$ cat config.mk
export PLATFORM = sky130hd
export DESIGN_NAME = bytecmd_decoder
export DESIGN_NICKNAME = d
export VERILOG_FILES = /design/src/rtl/bytecmd_pkg.sv /design/src/rtl/bytecmd_seq.sv /design/src/rtl/bytecmd_lanes.sv /design/src/rtl/bytecmd_match.sv /design/src/rtl/bytecmd_decoder.sv
export SDC_FILE = /design/constraint.sdc
export NUM_CORES = 1
export LEC_CHECK = 0
export ABC_AREA = 1
export BUFFER_PORTS_ARGS = -buffer_cell sky130_fd_sc_hd__buf_4
export CAP_MARGIN = 20
export CORE_MARGIN = 1.5
export CORE_UTILIZATION = 50
export CTS_BUF_LIST = sky130_fd_sc_hd__clkbuf_4 sky130_fd_sc_hd__clkbuf_8
export DETAILED_ROUTE_END_ITERATION = 12
export GPL_TIMING_DRIVEN = 0
export PLACE_DENSITY = 0.72
export SYNTH_ARGS = -nofsm -noshare
export SYNTH_HDL_FRONTEND = slang
export SYNTH_SLANG_ARGS = --single-unit
$ cat constraint.sdc
create_clock -name clk -period 3.6 [get_ports clk]
set_input_delay 0.54 -clock clk [delete_from_list [all_inputs] [get_ports clk]]
set_output_delay 0.54 -clock clk [all_outputs]
set_load 0.01 [all_outputs]
$ cat src/rtl/bytecmd_pkg.sv
package bytecmd_pkg;

  typedef enum logic {
    FR_IDLE = 1'b0,
    FR_BUSY = 1'b1
  } frame_state_e;

  localparam int unsigned DEF_BYTE_W     = 8;
  localparam int unsigned DEF_ADDR_BYTES = 2;
  localparam int unsigned DEF_DATA_BYTES = 4;

endpackage

$ cat src/rtl/bytecmd_seq.sv
module bytecmd_seq
  import bytecmd_pkg::*;
#(
  parameter int unsigned FRAME_LEN = 6
) (
  input  logic                 clk,
  input  logic                 rst,
  input  logic                 first,
  output logic [FRAME_LEN-1:0] lane_en,
  output logic                 frame_done
);

  localparam int unsigned CNT_W = $clog2(FRAME_LEN);
  localparam logic [CNT_W-1:0] LAST_POS = CNT_W'(FRAME_LEN - 1);

  frame_state_e     state;
  logic [CNT_W-1:0] pos;

  always_ff @(posedge clk) begin
    if (rst) begin
      state      <= FR_IDLE;
      pos        <= '0;
      frame_done <= 1'b0;
    end else begin
      frame_done <= 1'b0;
      if (first) begin
        state <= FR_BUSY;
        pos   <= CNT_W'(1);
      end else if (state == FR_BUSY) begin
        if (pos == LAST_POS) begin
          state      <= FR_IDLE;
          pos        <= '0;
          frame_done <= 1'b1;
        end else begin
          pos <= pos + CNT_W'(1);
        end
      end
    end
  end

  for (genvar i = 0; i < FRAME_LEN; i++) begin : g_lane_sel
    if (i == 0) begin : g_head
      assign lane_en[i] = first;
    end else begin : g_tail
      assign lane_en[i] = !first && (state == FR_BUSY) && (pos == CNT_W'(i));
    end
  end

  // at most one byte lane is written per clock
  p_one_lane_r2: assert property (@(posedge clk) disable iff (rst)
    $onehot0(lane_en));

  // a flagged byte always restarts at the second position
  p_first_restarts_r6: assert property (@(posedge clk) disable iff (rst)
    first |=> (state == FR_BUSY && pos == CNT_W'(1)));

  // no frame completes without passing through the last lane
  p_done_after_last_r7: assert property (@(posedge clk) disable iff (rst)
    frame_done |-> $past(lane_en[FRAME_LEN-1]));

endmodule

$ cat src/rtl/bytecmd_lanes.sv
module bytecmd_lanes #(
  parameter int unsigned BYTE_W = 8,
  parameter int unsigned LANES  = 6
) (
  input  logic                     clk,
  input  logic                     rst,
  input  logic [BYTE_W-1:0]        byte_in,
  input  logic [LANES-1:0]         lane_en,
  output logic [BYTE_W*LANES-1:0]  frame_bits
);

  for (genvar i = 0; i < LANES; i++) begin : g_lane
    logic [BYTE_W-1:0] lane_q;

    always_ff @(posedge clk) begin
      if (rst) begin
        lane_q <= '0;
      end else if (lane_en[i]) begin
        lane_q <= byte_in;
      end
    end

    assign frame_bits[i*BYTE_W +: BYTE_W] = lane_q;

    // a selected lane holds the byte presented with its enable
    p_lane_capture_r2: assert property (@(posedge clk) disable iff (rst)
      lane_en[i] |=> (lane_q == $past(byte_in)));
  end

endmodule

$ cat src/rtl/bytecmd_match.sv
module bytecmd_match #(
  parameter int unsigned ADDR_W    = 16,
  parameter int unsigned DATA_W    = 32,
  parameter int unsigned IDX_W     = 3,
  parameter int unsigned BASE_ADDR = 'h160,
  parameter int unsigned ADDR_MASK = 'h3F8
) (
  input  logic              clk,
  input  logic              rst,
  input  logic              frame_done,
  input  logic [ADDR_W-1:0] addr,
  input  logic [DATA_W-1:0] data,
  output logic              wr_en,
  output logic [IDX_W-1:0]  wr_index,
  output logic [DATA_W-1:0] wr_data
);

  localparam logic [ADDR_W-1:0] BASE_V = ADDR_W'(BASE_ADDR);
  localparam logic [ADDR_W-1:0] MASK_V = ADDR_W'(ADDR_MASK);

  logic hit;
  assign hit = ((addr ^ BASE_V) & MASK_V) == '0;

  always_ff @(posedge clk) begin
    if (rst) begin
      wr_en    <= 1'b0;
      wr_index <= '0;
      wr_data  <= '0;
    end else begin
      wr_en <= frame_done && hit;
      if (frame_done && hit) begin
        wr_index <= addr[IDX_W-1:0];
        wr_data  <= data;
      end
    end
  end

  // the write pulse never lasts longer than one cycle
  p_single_pulse_r5: assert property (@(posedge clk) disable iff (rst)
    wr_en |=> !wr_en);

  // a pulse is always preceded by a completed frame
  p_pulse_after_frame_r5: assert property (@(posedge clk) disable iff (rst)
    wr_en |-> $past(frame_done));

  // outputs hold whenever no write is issued
  p_hold_data_r7: assert property (@(posedge clk) disable iff (rst)
    !wr_en |-> ($stable(wr_data) && $stable(wr_index)));

  // a completed frame with a matching address always yields a pulse
  p_hit_pulses_r3: assert property (@(posedge clk) disable iff (rst)
    (frame_done && (((addr ^ BASE_V) & MASK_V) == '0)) |=> wr_en);

endmodule

$ cat src/rtl/bytecmd_decoder.sv
module bytecmd_decoder
  import bytecmd_pkg::*;
#(
  parameter int unsigned BYTE_W     = DEF_BYTE_W,
  parameter int unsigned ADDR_BYTES = DEF_ADDR_BYTES,
  parameter int unsigned DATA_BYTES = DEF_DATA_BYTES,
  parameter int unsigned IDX_W      = 3,
  parameter int unsigned BASE_ADDR  = 'h160,
  parameter int unsigned ADDR_MASK  = 'h3F8
) (
  input  logic                         clk,
  input  logic                         rst,
  input  logic [BYTE_W-1:0]            cmd_byte,
  input  logic                         cmd_first,
  output logic [IDX_W-1:0]             wr_index,
  output logic [BYTE_W*DATA_BYTES-1:0] wr_data,
  output logic                         wr_en
);

  localparam int unsigned FRAME_LEN = ADDR_BYTES + DATA_BYTES;
  localparam int unsigned ADDR_W    = BYTE_W * ADDR_BYTES;
  localparam int unsigned DATA_W    = BYTE_W * DATA_BYTES;
  localparam int unsigned FRAME_W   = BYTE_W * FRAME_LEN;

  logic [FRAME_LEN-1:0] lane_en;
  logic                 frame_done;
  logic [FRAME_W-1:0]   frame_bits;

  bytecmd_seq #(
    .FRAME_LEN (FRAME_LEN)
  ) u_seq (
    .clk        (clk),
    .rst        (rst),
    .first      (cmd_first),
    .lane_en    (lane_en),
    .frame_done (frame_done)
  );

  bytecmd_lanes #(
    .BYTE_W (BYTE_W),
    .LANES  (FRAME_LEN)
  ) u_lanes (
    .clk        (clk),
    .rst        (rst),
    .byte_in    (cmd_byte),
    .lane_en    (lane_en),
    .frame_bits (frame_bits)
  );

  bytecmd_match #(
    .ADDR_W    (ADDR_W),
    .DATA_W    (DATA_W),
    .IDX_W     (IDX_W),
    .BASE_ADDR (BASE_ADDR),
    .ADDR_MASK (ADDR_MASK)
  ) u_match (
    .clk        (clk),
    .rst        (rst),
    .frame_done (frame_done),
    .addr       (frame_bits[ADDR_W-1:0]),
    .data       (frame_bits[FRAME_W-1:ADDR_W]),
    .wr_en      (wr_en),
    .wr_index   (wr_index),
    .wr_data    (wr_data)
  );

  // the cycle after reset shows no pulse
  p_quiet_after_reset_r1: assert property (@(posedge clk)
    $fell(rst) |-> !wr_en);

  // a reset leaves no completed frame behind it
  p_reset_flush_r9: assert property (@(posedge clk) disable iff (rst)
    $past(rst) |-> !frame_done);

endmodule

; ---- Yosys cells after proc, flatten, opt, wreduce, memory -nomap -nowiden
; Cells that the tools add are included.
[totals]
latch_bits = 0
regBits = 83
mem_bits_ro = 0
inputBits = 11
mem_count = 0
mem_bits_rw = 0
wordCells = 40
output_inout_bits = 36
[op_classes]
multipliers = 0
n_reduce_logical = 12
bitwise_logic = 2
eq_ne = 5
addsub = 1
div = 0
n_lt_le_gt_ge = 0
shifts = 0
n_mux = 7
[op_table]
columns = operator, count
row1 = $logic_not A16 Y1, 1
row2 = $logic_and A1 B1 Y1, 7
row3 = $eq A3 B2 Y1 const B, 2
row4 = $eq A3 B3 Y1 const B, 2
row5 = $mux W1, 6
row6 = $add A3 B1 Y3 const B, 1
row7 = $eq A3 B1 Y1 const B, 1
row8 = $mux W3, 1
row9 = $not A3 Y3, 1
row10 = $reduce_or A3 Y1, 1
row11 = $reduce_bool A2 Y1, 1
row12 = $reduce_or A2 Y1, 1
row13 = $logic_not A1 Y1, 1
row14 = $not A1 Y1, 1

; ---- Depth between registers and ports, before layout
[logic_depth]
ltp_word = 4
ltp_mapped = 9

; ---- By module
; From an unflattened synthesis, not the netlist that was laid out.
[unflattened]
hier_cells = 550
hier_area_um2 = 3935.0
[modules_own_cells]
columns = module, seq_area_each_um2, area_each_um2, instances, cells_per_inst
row1 = bytecmd_lanes, 960.9, 2015.7, 1, 266
row2 = bytecmd_match, 720.7, 1635.3, 1, 245
row3 = bytecmd_seq, 100.1, 284.0, 1, 39

; ---- Worst setup path before layout
; Ideal clock, no wire load.
[synth_timing]
kind = input -> register
startpoint = input cmd_first
endpoint = register u_lanes.g_lane[5].lane_q[6]
setup_slack_ps = 2183
t_required_ps = 3487
arrival_ps = 1304
stages = 8
cell_sequence = buf_2 -> inv_2 -> nand2_4 -> nor2_4 -> buf_4 -> nand2_1 -> nand2_1 -> nor2_1
[synth_between]
elab_chain_cells = 3
[synth_lines]
columns = item, line
row1 = "start, declared", bytecmd_decoder.sv:14  ; input logic cmd_first,
row2 = $logic_not A1 Y1, bytecmd_seq.sv:45  ; assign lane_en[i] = !first && (state == FR_BUSY) && (pos == CNT_W'(i));
row3 = $logic_and A1 B1 Y1 (2 in series), bytecmd_seq.sv:45
row4 = "end signal, assigned", bytecmd_lanes.sv:19  ; lane_q <= byte_in;
row5 = "end, declared", bytecmd_lanes.sv:13  ; logic [BYTE_W-1:0] lane_q;
; No other way between the ends.
; A chain may end at the register's enable or synchronous reset.

; ---- Worst setup path in the final report
[layout_timing]
startpoint = register u_lanes.g_lane[0].lane_q[7]
endpoint = register u_match.wr_data[18]
[layout_between]
elab_chain_cells = 2
[layout_lines]
columns = item, line
row1 = "start, declared", bytecmd_lanes.sv:13
row2 = "start signal, assigned", bytecmd_lanes.sv:19
row3 = $logic_not A16 Y1, bytecmd_match.sv:22  ; assign hit = ((addr ^ BASE_V) & MASK_V) == '0;
row4 = $logic_and A1 B1 Y1, bytecmd_match.sv:31  ; if (frame_done && hit) begin
row5 = "end signal, assigned", bytecmd_match.sv:33  ; wr_data <= data;
row6 = "end, declared", bytecmd_match.sv:15  ; output logic [DATA_W-1:0] wr_data
; No other way between the ends.

==> flow_summary.json <==
{
  "status": "complete, but fails checks",
  "violations": "DRC",
  "dieHeight_um": 85.5,
  "htree_levels": 3,
  "path_max_fanout": 10,
  "cts-root-buf": "clkbuf_8",
  "utilization_pct": 62.2,
  "cp.arrival_ps": 1870,
  "grt_pass1_vias": 2814,
  "wl_per_cell_um": 12.1,
  "crit_path_end_kind": "flop",
  "worst_pin_slew_ps": 748,
  "cp-startpoint": "u_lanes.g_lane[0].lane_q[7]$_SDFFE_PP0P_",
  "finalCritPeriodShare_pct": 45.3,
  "p_seq_share_pct": 55.8,
  "drive_above_1_share_pct": 16.5,
  "rsz0062_at_grt": "no",
  "num_rows": 29,
  "pre_cts_slack_ps": 1950,
  "nFillCells": 633,
  "grt_max_degree": 13,
  "period_minus_slack_ps": 1630,
  "yosysTopAreaCell": "dfxtp_1",
  "critPathLaunchType": "flop",
  "post_drt_via_cell_ratio": 4.94,
  "ctsResizeCount": 0,
  "gp_congestion": 0.918,
  "final_nets": 554,
  "diodes": 0,
  "layout_commonest_cell": "nor2_1",
  "power_density_nw_per_um2": 416,
  "port_buffers": 45,
  "syn_area_um2": 3400,
  "cap_viol_max_count": 0,
  "slew_headroom_pct": 50.0,
  "synthCells": 486,
  "post-cts-setup-buffers": 0,
  "area_growth_pct": 18.2,
  "skew_ps": 8.24,
  "finalHoldViolCount": 0,
  "r2r_start": "u_lanes.g_lane[0].lane_q[7]$_SDFFE_PP0P_",
  "multiInputGateArea_um2": 1400,
  "clk-insertion-delay-late_ps": 350,
  "fin_ws_ps": 1970,
  "yosys-top-cells-area": "dfxtp_1 (49%), nor2_1 (12%), nand2_1 (9.9%)",
  "fp.coreArea_um2": 6460,
  "tritoncts": "built",
  "rrSetupSlack_ps": 1970,
  "synth_edf_count": 0,
  "overflow": 0,
  "synthArstFlopShare_pct": 0,
  "numCtsBuffers": 9,
  "crit_type": "flop to flop",
  "cts_hold_buf": 0,
  "seqCellArea_um2": 1660,
  "yosysSeqAreaShare_pct": 48.9,
  "vdd_drop_max_v": 0.000242,
  "antenna_found_initial": 0,
  "clk_pin_slew_ps": 80,
  "p_sw_share_pct": 22.6,
  "drv_slew": 0,
  "hpwl_um": 5350,
  "dieArea_um2": 7310,
  "finalSetupViolations": 0,
  "dr_total_vias": 3074,
  "yosysUniqueCellTypes": 22,
  "initial_utilization_pct": 52.7,
  "clk_path_buf_depth": 2,
  "synth_nets": 498,
  "drtIter0Drc": 126,
  "power.share.clock_pct": 38.4,
  "pwr-share-comb_pct": 5.8,
  "cts_sinks": 83,
  "timing.rr.end": "u_match.wr_data[18]$_SDFFE_PP0P_",
  "required_ps": 3840,
  "switching_power_uw": 378,
  "grtUsageTotal_pct": 22.0,
  "layout_common_cells": "nor2_1 (109), nand2_1 (90), dfxtp_1 (83)",
  "drc": 2,
  "antenna_left": 0,
  "fin_setup_tns_ps": 0,
  "internal-power_uw": 1300,
  "ys.flop_type": "dfxtp_1",
  "yosys_warnings": 0,
  "drt-pass1-iter-count": 8,
  "grt_pass1_wl_um": 12700,
  "ys_ff_latch": 83,
  "min_path_type": "primary input to flop",
  "num_io_pins": 47,
  "fmax_ghz": 0.613,
  "p_leak_uw": 0.00173,
  "synth.avg_cell_area_um2": 7.00,
  "crit_end": "u_match.wr_data[18]$_SDFFE_PP0P_",
  "die_w_um": 85.5,
  "yosysTopAreaCellShare_pct": 48.9,
  "reg2reg_depth": 7,
  "drt_wl_total_um": 7520
}
per-layer routing:
metal / GRT usage (%) / routed length [µm] / up-vias
li1: - / - / 1617
met1: 29.2 / 3560 / 1394
met2: 34.6 / 3530 / 50
met3: 4.09 / 315 / 13
met4: 10.7 / 124 / 0
met5: 0 / 0 / -
stage by stage:
stage / hold slack [ps] / cell area, µm² / std cells / power [µW]
5_1_grt: 393 / 4020 / 622 / 1730
6_report: 387 / 4020 / 622 / 1670
2_1_floorplan: 455 / 3400 / 486 / 1020
4_1_cts: 382 / 4020 / 622 / 1680
3_5_place_dp: 469 / 3830 / 608 / 1050
3_3_place_gp: 462 / 3830 / 608 / 1050
area by class of cell:
| type | count | share of cell area [%] |
|---|---|---|
| Timing Repair Buffer | 45 | 8.40 |
| Inverter | 57 | 5.32 |
| Multi-Input combinational cell | 319 | 34.7 |
| Clock inverter | 3 | 0.996 |
| Sequential cell | 83 | 41.3 |
| Buffer | 27 | 3.24 |
| Tap cell | 77 | 2.40 |
| Clock buffer | 11 | 3.61 |
critical path: stages (launching register included):
cell and delay [ps]:
dfxtp_1 310, inv_1 40, nand2_1 40, nor2_1 580, buf_2 340, nand3_1 90
nand2_1 70, nor2_1 40
worst min path at each step:
stage	startpoint	endpoint	slack, ps	cells after the start
after floorplan	u_lanes.g_lane[2].lane_q[0]$_SDFFE_PP0P_	u_lanes.g_lane[2].lane_q[0]$_SDFFE_PP0P_	460	2
after detailed placement	u_match.wr_data[12]$_SDFFE_PP0P_	u_match.wr_data[12]$_SDFFE_PP0P_	470	2
after CTS	rst	u_seq.state$_SDFF_PP0_	380	2
final	rst	u_seq.state$_SDFF_PP0_	390	2
after global routing	rst	u_seq.state$_SDFF_PP0_	390	2
after global placement	u_match.wr_data[14]$_SDFFE_PP0P_	u_match.wr_data[14]$_SDFFE_PP0P_	460	2
registers in the layout, summed over array words and instances, names as in the netlist:
name and cells:
u_lanes.g_lane.lane_q 42, u_match.wr_data 32, u_match.wr_en 1, u_match.wr_index 3, u_seq.frame_done 1, u_seq.pos 3
u_seq.state 1
synth_stat cells (2+ instances only):
library cell and instances:
a21oi_1 45, buf_1 4, buf_2 17, buf_4 2
clkbuf_1 4, dfxtp_1 83, inv_1 52, inv_2 4
nand2_1 90, nand3_1 44, nor2_1 109, nor2_2 3
nor2_4 3, o21ai_0 18
logic make-up (layout without fill, tap and decap cells):
logic type,Yosys count,in the layout,synth area share [%]
compound gates,65,65,9.68
fa+ha+maj,1,1,0.368
buf+inv,84,143,10.1
flops,83,83,48.9
simple gates,253,253,31.0
power by group through the flow:
| stage | Combinational (µW) | Sequential (µW) | Clock [µW] |
|---|---|---|---|
| after floorplan | 64.4 | 954 | 0 |
| after global placement | 94.8 | 955 | 0 |
| after detailed placement | 96.1 | 956 | 0 |
| after CTS | 97.0 | 934 | 653 |
| after global routing | 110 | 935 | 684 |
| final | 97.2 | 934 | 642 |
(Power assumes the default switching activity.)
